--- src/rtl/wake_pkg.sv ---
package wake_pkg;
   typedef enum logic {
      ST_OFF   = 1'b0,
      ST_SLEEP = 1'b1
   } wake_state_t;

   localparam int CAUSE_TMO = 0;
   localparam int CAUSE_CNT = 1;
   localparam int N_CAUSE   = 2;
endpackage

--- src/rtl/wake_timer.sv ---
module wake_timer #(
   parameter int PER_W = 24
) (
   input  logic             clk,
   input  logic             rst_n,
   input  logic             load_i,
   input  logic             run_i,
   input  logic [PER_W-1:0] period_i,
   output logic             expire_o
);
   localparam logic [PER_W-1:0] ONE = PER_W'(1);

   generate
      if (PER_W < 2) begin : g_bad_width
         $error("wake_timer: PER_W must be at least 2");
      end
   endgenerate

   logic [PER_W-1:0] period_q, remain_q, period_eff;

   assign period_eff = (period_i == '0) ? ONE : period_i;
   assign expire_o   = run_i && (remain_q == ONE);

   always_ff @(posedge clk or negedge rst_n) begin
      if (!rst_n) begin
         period_q <= '0;
         remain_q <= '0;
      end else if (load_i) begin
         period_q <= period_eff;
         remain_q <= period_eff;
      end else if (run_i) begin
         if (remain_q == ONE) remain_q <= period_q;
         else                 remain_q <= remain_q - ONE;
      end
   end

   assert_no_restart_R2: assert property (@(posedge clk) disable iff (!rst_n)
      (run_i && !load_i && remain_q > ONE) |=> (remain_q == $past(remain_q) - ONE));

   assert_nonzero_period_R4: assert property (@(posedge clk) disable iff (!rst_n)
      run_i |-> (remain_q != '0));
endmodule

--- src/rtl/wake_counter.sv ---
module wake_counter #(
   parameter int CNT_W    = 16,
   parameter bit SATURATE = 1'b1
) (
   input  logic             clk,
   input  logic             rst_n,
   input  logic             clear_i,
   input  logic             inc_i,
   input  logic [CNT_W-1:0] limit_i,
   output logic [CNT_W-1:0] count_o,
   output logic             over_o
);
   localparam logic [CNT_W-1:0] MAX = '1;
   localparam logic [CNT_W-1:0] ONE = CNT_W'(1);

   generate
      if (CNT_W < 2 || CNT_W > 32) begin : g_bad_width
         $error("wake_counter: CNT_W out of range");
      end
   endgenerate

   logic [CNT_W-1:0] count_q, count_nxt;

   generate
      if (SATURATE) begin : g_sat
         assign count_nxt = (count_q == MAX) ? MAX : count_q + ONE;
      end else begin : g_wrap
         assign count_nxt = count_q + ONE;
      end
   endgenerate

   assign over_o  = count_nxt > limit_i;
   assign count_o = count_q;

   always_ff @(posedge clk or negedge rst_n) begin
      if (!rst_n)       count_q <= '0;
      else if (clear_i) count_q <= '0;
      else if (inc_i)   count_q <= count_nxt;
   end

   assert_step_R5: assert property (@(posedge clk) disable iff (!rst_n)
      (inc_i && !clear_i && count_q != MAX) |=> (count_q == $past(count_q) + ONE));

   assert_hold_R5: assert property (@(posedge clk) disable iff (!rst_n)
      (!inc_i && !clear_i) |=> $stable(count_q));

   assert_clear_R11: assert property (@(posedge clk) disable iff (!rst_n)
      clear_i |=> (count_q == '0));

   generate
      if (SATURATE) begin : g_sat_chk
         assert_saturate_R8: assert property (@(posedge clk) disable iff (!rst_n)
            (count_q == MAX && !clear_i) |=> (count_q == MAX));
      end
   endgenerate
endmodule

--- src/rtl/wake_cause.sv ---
module wake_cause #(
   parameter int N = 2
) (
   input  logic         clk,
   input  logic         rst_n,
   input  logic         clear_i,
   input  logic [N-1:0] set_i,
   output logic [N-1:0] cause_o,
   output logic         irq_o
);
   generate
      if (N < 1) begin : g_bad_n
         $error("wake_cause: N must be at least 1");
      end
   endgenerate

   logic [N-1:0] flag_q;

   genvar gi;
   generate
      for (gi = 0; gi < N; gi++) begin : g_flag
         always_ff @(posedge clk or negedge rst_n) begin
            if (!rst_n)          flag_q[gi] <= 1'b0;
            else if (clear_i)    flag_q[gi] <= 1'b0;
            else if (set_i[gi])  flag_q[gi] <= 1'b1;
         end
      end
   endgenerate

   assign cause_o = flag_q;
   assign irq_o   = |flag_q;

   assert_irq_sticky_R10: assert property (@(posedge clk) disable iff (!rst_n)
      (irq_o && !clear_i) |=> irq_o);

   assert_cause_clear_R11: assert property (@(posedge clk) disable iff (!rst_n)
      clear_i |=> (flag_q == '0));
endmodule

--- src/rtl/wakeup_tally.sv ---
module wakeup_tally
   import wake_pkg::*;
#(
   parameter int CNT_W    = 16,
   parameter int PER_W    = 24,
   parameter bit SATURATE = 1'b1
) (
   input  logic             clk,
   input  logic             rst_n,
   input  logic             sleep_cmd,
   input  logic [PER_W-1:0] period_i,
   input  logic [CNT_W-1:0] threshold_i,
   input  logic             en_tmo_i,
   input  logic             en_cnt_i,
   input  logic             clear_i,
   output logic [CNT_W-1:0] count_o,
   output logic             irq_o,
   output logic [1:0]       cause_o,
   output logic             sleep_o
);
   wake_state_t state_q;
   logic start, run, expire, wake_evt, over;
   logic [N_CAUSE-1:0] cause_set;

   assign start    = (state_q == ST_OFF) && sleep_cmd;
   assign run      = (state_q == ST_SLEEP);
   assign wake_evt = run && expire;

   always_comb begin
      cause_set            = '0;
      cause_set[CAUSE_TMO] = wake_evt && en_tmo_i;
      cause_set[CAUSE_CNT] = wake_evt && over && en_cnt_i;
   end

   always_ff @(posedge clk or negedge rst_n) begin
      if (!rst_n)                state_q <= ST_OFF;
      else if (start)            state_q <= ST_SLEEP;
      else if (wake_evt && over) state_q <= ST_OFF;
   end

   wake_timer #(.PER_W(PER_W)) u_timer (
      .clk      (clk),
      .rst_n    (rst_n),
      .load_i   (start),
      .run_i    (run),
      .period_i (period_i),
      .expire_o (expire)
   );

   wake_counter #(.CNT_W(CNT_W), .SATURATE(SATURATE)) u_count (
      .clk     (clk),
      .rst_n   (rst_n),
      .clear_i (clear_i),
      .inc_i   (wake_evt),
      .limit_i (threshold_i),
      .count_o (count_o),
      .over_o  (over)
   );

   wake_cause #(.N(N_CAUSE)) u_cause (
      .clk     (clk),
      .rst_n   (rst_n),
      .clear_i (clear_i),
      .set_i   (cause_set),
      .cause_o (cause_o),
      .irq_o   (irq_o)
   );

   assign sleep_o = run;

   assert_enter_R2: assert property (@(posedge clk) disable iff (!rst_n)
      (state_q == ST_OFF && sleep_cmd) |=> (state_q == ST_SLEEP));

   assert_leave_R6: assert property (@(posedge clk) disable iff (!rst_n)
      (wake_evt && !clear_i) |=> ((state_q == ST_OFF) == (count_o > $past(threshold_i))));

   assert_stay_R6: assert property (@(posedge clk) disable iff (!rst_n)
      (run && !expire) |=> (state_q == ST_SLEEP));

   assert_tmo_gate_R9: assert property (@(posedge clk) disable iff (!rst_n)
      (!clear_i && !cause_o[CAUSE_TMO] && !(wake_evt && en_tmo_i)) |=> !cause_o[CAUSE_TMO]);
endmodule

--- config.mk ---
export PLATFORM = sky130hd
export DESIGN_NAME = wakeup_tally
export DESIGN_NICKNAME = d
export VERILOG_FILES = /design/src/rtl/wake_pkg.sv /design/src/rtl/wake_timer.sv /design/src/rtl/wake_counter.sv /design/src/rtl/wake_cause.sv /design/src/rtl/wakeup_tally.sv
export SDC_FILE = /design/constraint.sdc
export NUM_CORES = 1
export LEC_CHECK = 0
export ABC_AREA = 0
export ABC_CLOCK_PERIOD_IN_PS = 3500
export BUFFER_PORTS_ARGS = -buffer_cell sky130_fd_sc_hd__buf_4
export CORE_MARGIN = 2
export CORE_UTILIZATION = 30
export DETAILED_ROUTE_END_ITERATION = 12
export GPL_TIMING_DRIVEN = 0
export MAX_ROUTING_LAYER = met4
export PLACE_DENSITY = 0.56
export SYNTH_ARGS = -nofsm -noshare
export SYNTH_HDL_FRONTEND = slang
export SYNTH_SLANG_ARGS = --single-unit
--- constraint.sdc ---
create_clock -name clk -period 3.5 [get_ports clk]
set_input_delay 0.35 -clock clk [delete_from_list [all_inputs] [get_ports clk]]
set_output_delay 0.35 -clock clk [all_outputs]
set_load 0.03 [all_outputs]
== Word level (Yosys, flattened, before mapping) ==
Index checks and enable logic that the tools add are counted.
Word-level totals
  word-level logic and storage cells: 38
  register bits after elaboration: 67
Operators by class
  $lt $le $gt $ge: 1
  add/sub/neg operators: 2
  reduce and logical (&&, ||, !) cells: 13
  muxes and demuxes: 13
  equality and inequality tests: 2
  bitwise gates (word level): 1
Operators by type and width (number)
  24-bit two-way mux: 4
  16-bit two-way mux: 3
  24-bit by 1-bit equality test with 1-bit output (second input constant): 1
  24-bit zero test: 1
  24-bit by 1-bit subtractor with 24-bit output (second input constant): 1
  16-bit by 1-bit adder with 16-bit output (second input constant): 1
  16-bit equality test (second input constant): 1
  16-bit > comparator: 1
  2-bit nonzero test: 5
  1-bit logical AND: 6
  1-bit two-way mux: 6
  2-bit OR reduction: 1
  1-bit NOT: 1

== Longest topological paths before layout ==
  word-level depth: 7
  depth in mapped cells: 13
  depth with buffers taken out: 12

== Cells and area by module ==
From an unflattened synthesis, not the netlist that was laid out.
Unflattened totals
  cells, all modules: 489
  area, all modules: 4501.8 sq um
By module, submodules not included
  wake_timer: area each 2816.5 sq um, cells an instance 279, times used 1
  wake_counter: area each 1544.0 sq um, cells an instance 198, times used 1
  wake_cause: area each 76.3 sq um, cells an instance 5, times used 1
  wakeup_tally: area each 65.1 sq um, cells an instance 7, times used 1

== Least setup slack after synthesis ==
Ideal clock, no wire load.
  path kind: register to register
  start point: register u_count.count_q[0] (netlist: u_count.count_o[0])
  end point: register u_cause.flag_q[1] (netlist: u_cause.cause_o[1])
  cell stages (with the launch flop): 14
  period minus slack after synthesis: 3.803 ns
  data required time: 3.378 ns
  setup time: 0.122 ns
  slack: -0.303 ns
  arrival time: 3.682 ns
  cell sequence: dfrtp_1 ha_1 nand3_1 or4_1 or3_1 clkbuf_1 clkbuf_1 o21ai_0 ha_1 a21oi_1 o21ai_0 a221o_1 or3_1 a32o_1
On the way
  cells in the longest elaborated chain, start to end: 6
Ends and longest elaborated chain
  start, declared: line wake_counter.sv:22  | logic [CNT_W-1:0] count_q, count_nxt;
  start signal, assigned: line wake_counter.sv:38  | else if (inc_i) count_q <= count_nxt;
  16-bit by 1-bit adder with 16-bit output or 16-bit equality test (tied branches): line wake_counter.sv:26  | assign count_nxt = (count_q == MAX) ? MAX : count_q + ONE;
  16-bit two-way mux *: line wake_counter.sv:26
  16-bit > comparator *: line wake_counter.sv:32  | assign over_o = count_nxt > limit_i;
  1-bit logical AND * (2 in a row): line wakeup_tally.sv:32  | cause_set[CAUSE_CNT] = wake_evt && over && en_cnt_i;
  2-bit nonzero test (no line) *
  end signal, assigned by index: line wake_cause.sv:23  | if (!rst_n) flag_q[gi] <= 1'b0;
  end signal, assigned by index: line wake_cause.sv:24  | else if (clear_i) flag_q[gi] <= 1'b0;
  end signal, assigned by index: line wake_cause.sv:25  | else if (set_i[gi]) flag_q[gi] <= 1'b1;
  end, declared: line wake_cause.sv:17  | logic [N-1:0] flag_q;
Every way passes the cells marked *; elsewhere a longest branch is shown, timed or not.
A chain may end at the register's enable or synchronous reset.

== Worst setup path in the final report ==
Same ends and word-level chain as after synthesis.

==> results.md <==
## Status
- **outcome** finished clean

## Timing
- **setup repair after global routing missed its margin** no
- **final cycle utilization of the critical path** 96.8%
- **maximum clock frequency** 295 MHz
- **final count of hold timing violations** 0
- **number of failing setup endpoints in the final timing report** 0
- **Layout Skew** 8.67 ps
- **max-slew headroom at the worst pin** 40.8%
- **Post-Route Setup TNS** 0 ps
- **Final Critical Period** 3390 ps
- **measured slew at the worst slew-check pin** 888 ps
- **max-slew violation count** 0
- **final setup slack of the worst path** 112 ps

## Synth
- **summed instance area of the synthesized netlist** 4340 sq um
- **Mean Syn Cell Area** 9.37 sq um
- **count of flip-flops with a built-in enable after synthesis** 0
- **most used flip-flop cell after synthesis** dfrtp_1
- **Distinct cells, synth** 51
- **FF+latch count, synth** 67
- **warnings from Yosys** 0
- **gate count of the mapped netlist** 463
- **Net Count, Synth** 528
- **fraction of the yosys area taken by sequential cells** 38.6%
- **share of flip-flops with an asynchronous set or reset after synthesis** 100%

## Clocking
- **maximum number of buffers from clock root to sink** 2
- **Inserted Clock Buffers** 9
- **latest clock arrival within the worst-skew pair** 320 ps
- **Hold-fix buffers, CTS** 0
- **Clk Tree Root Cell** clkbuf_16
- **clock transition at the registers of the reported paths** 60 ps
- **H-Tree Level Count** 3
- **clock tree from TritonCTS** yes
- **Num Clock Sinks** 67

## Global route
- **global route hottest layer** met2
- **overflow left after global routing** 0
- **maximum number of pins on one net before global-route repair** 68
- **global-route met3 utilization** 3.22%
- **global-route met1 utilization** 22.1%
- **number of antenna violations at the first check in global routing** 0
- **met2 capacity usage during global routing** 25.1%
- **overall fraction of global-route tracks in use** 16.3%
- **number of global-route vias before repair** 3819
- **global-route wire length before repair** 20100 microns

## Detailed routing
- **remaining design rule violation count** 0
- **Starting DRT DRC Count** 265
- **count of nets left with antenna violations after detail routing** 0
- **via count of the routed design** 3885
- **total length of routed wires** 12200 microns
- **drt wl/cell** 16.7 microns
- **number of iterations in the first detailed-routing pass** 4
- **DR vias/cell** 5.33

## Cells and area
- **Final nets** 609
- **fraction of layout instances using a drive strength above 1** 29.5%
- **utilization after layout** 40.0%
- **post-synthesis to final-layout area growth** 28.8%
- **ANT cells** 0
- **final standard cell count with taps included and fillers excluded** 729

## Die
- **vertical die dimension** 124 microns
- **initial core utilization** 31.0%
- **Top Ports** 66
- **number of placement rows** 43
- **die boundary width** 124 microns
- **core box area** 14000 sq um
- **area of the die** 15400 sq um

## Worst setup path
- **worst endpoint data arrival time** 3590 ps
- **data required time at the worst endpoint** 3710 ps
- **kind of end point of the critical path** register
- **peak fanout along the critical path** 10
- **type of the setup path with the least slack** reg2reg
- **flop-to-flop setup slack** 110 ps
- **CP startpoint kind** register

## Job
- **# Max-Cap Violations** 0

## Place
- **IO buf count** 64
- **worst setup slack before clock tree synthesis** -345 ps
- **HPWL after DPL** 9000 microns
- **number of placed cells counting well taps** 707
- **Final GP Congestion** 0.861

## Power
- **total leakage power** 2.38 nW
- **maximum VDD drop** 0.265 mV
- **total power per unit cell area** 442 nW/um^2
- **total power consumption of the routed design** 2.47 mW

## Min path
- **Hold WC Path Type** in2async

==> placed cells by master, fill, tap and decap left out, types with 5 or more instances in the layout <==
| cell | netlist | layout |
|---|---|---|
| nor3_1 | 15 | 15 |
| nor4_1 | 19 | 18 |
| o31ai_1 | 8 | 8 |
| a31oi_1 | 5 | 5 |
| a21oi_1 | 31 | 29 |
| mux2i_1 | 13 | 13 |
| clkbuf_16 | 0 | 9 |
| a211oi_1 | 7 | 7 |
| clkbuf_1 | 13 | 12 |
| inv_1 | 26 | 26 |
| nor2_1 | 22 | 22 |
| a311oi_1 | 5 | 5 |
| nand2_1 | 36 | 35 |
| buf_4 | 2 | 76 |
| nand3_1 | 10 | 8 |
| o22ai_1 | 11 | 11 |
| mux2_2 | 32 | 32 |
| xnor2_1 | 23 | 23 |
| dfrtp_2 | 0 | 8 |
| nor2b_1 | 7 | 7 |
| dfrtp_1 | 67 | 59 |
| and3_1 | 5 | 5 |
| nand4_1 | 9 | 9 |
| o21ai_0 | 19 | 15 |
| ha_1 | 19 | 16 |
==> logic make-up (layout without fill, tap and decap cells) <==
group           Yosys count  in the layout  synth area share [%]
simple gates            152            152                  19.3
compound gates          101            101                  14.8
flops                    67             67                  38.6
buf+inv                  53            139                  5.28
mux                      45             45                  11.3
xor+xnor                 26             26                  5.25
fa+ha+maj                19             19                  5.48
==> through the flow <==
stage | hold WS, ps | cell area [sq um]
floorplan | 54.4 | 4370
global placement | 484 | 5070
detailed placement | 488 | 5070
CTS | 184 | 5480
global route | 214 | 5590
finish | 135 | 5590
==> routing by layer <==
layer	vias to the layer above	part of all wire (%)
met5	-	0
met4	0	1.2
met3	12	4.9
met2	126	47
met1	1874	47
li1	1873	-
==> report_power, final <==
part	internal [mW]	leakage (nW)	total [mW]	switching, mW
logic	0.244	1.40	0.453	0.209
clock network	0.661	0.159	0.985	0.324
registers	0.894	0.822	1.03	0.137
==> synth_stat cells, types with 3 or more instances <==
| library cell | n | share of area (%) |
|---|---|---|
| dfrtp_1 | 67 | 39 |
| nand2_1 | 36 | 3.1 |
| mux2_2 | 32 | 8.3 |
| a21oi_1 | 31 | 3.6 |
| inv_1 | 26 | 2.2 |
| xnor2_1 | 23 | 4.6 |
| nor2_1 | 22 | 1.9 |
| ha_1 | 19 | 5.5 |
| nor4_1 | 19 | 2.7 |
| o21ai_0 | 19 | 2.2 |
| nor3_1 | 15 | 1.7 |
| clkbuf_1 | 13 | 1.1 |
| mux2i_1 | 13 | 3.0 |
| o22ai_1 | 11 | 1.6 |
| nand3_1 | 10 | 1.2 |
| nand4_1 | 9 | 1.3 |
| o31ai_1 | 8 | 1.4 |
| a211oi_1 | 7 | 1.2 |
| nor2b_1 | 7 | 1.0 |
| or3_1 | 6 | 0.87 |
| a311oi_1 | 5 | 1.0 |
| a31oi_1 | 5 | 0.72 |
| and3_1 | 5 | 0.72 |
| buf_2 | 5 | 0.58 |
| buf_1 | 4 | 0.35 |
| nand2b_1 | 4 | 0.58 |
| a221oi_1 | 3 | 0.61 |
| nand3b_1 | 3 | 0.52 |
| nand4b_1 | 3 | 0.61 |
| xor2_1 | 3 | 0.61 |
==> critical path, cell delays in order (launching register included) <==
cell	delay, ps
dfrtp_2	380
ha_4	170
nand3_4	100
or4_4	520
or3_4	420
buf_8	180
o21ai_2	80
ha_1	260
nand4_1	120
nor2_1	60
a221o_1	330
or3_4	410
a32o_1	220
==> path summary, 6_finish.rpt <==
path,from,to,depth (start not counted)
max in group asynchronous,rst_n,u_count.count_o[1],1
min,rst_n,u_timer.period_q[22],1
max reg2reg,u_count.count_o[0],u_cause.cause_o[1],12
min reg2reg,u_timer.period_q[7],u_timer.period_q[7],1
min in group clk,en_tmo_i,u_cause.cause_o[0],3
max,u_count.count_o[0],u_cause.cause_o[1],12
==> cell type report <==
type,instances,area (sq um)
well taps,180,225
multi-input cells,343,2570
fillers,1398,8400
inverters,26,97.6
repair buffers,74,556
flip-flops and latches,67,1690
clock buffers,12,256
plain buffers,23,124
clock inverters,4,72.6
==> registers in the layout, indices dropped and copies added (netlist names) <==
signal	cells
u_cause.cause_o	2
sleep_o	1
u_count.count_o	16
u_timer.remain_q	24
u_timer.period_q	24
==> timing repair <==
action                     4_1_cts  5_1_grt
pin swaps                        2        7
resized for setup               16       15
buffers inserted                 6        4
setup endpoints to repair        2        2
Power figures use the tool's default switching activity.
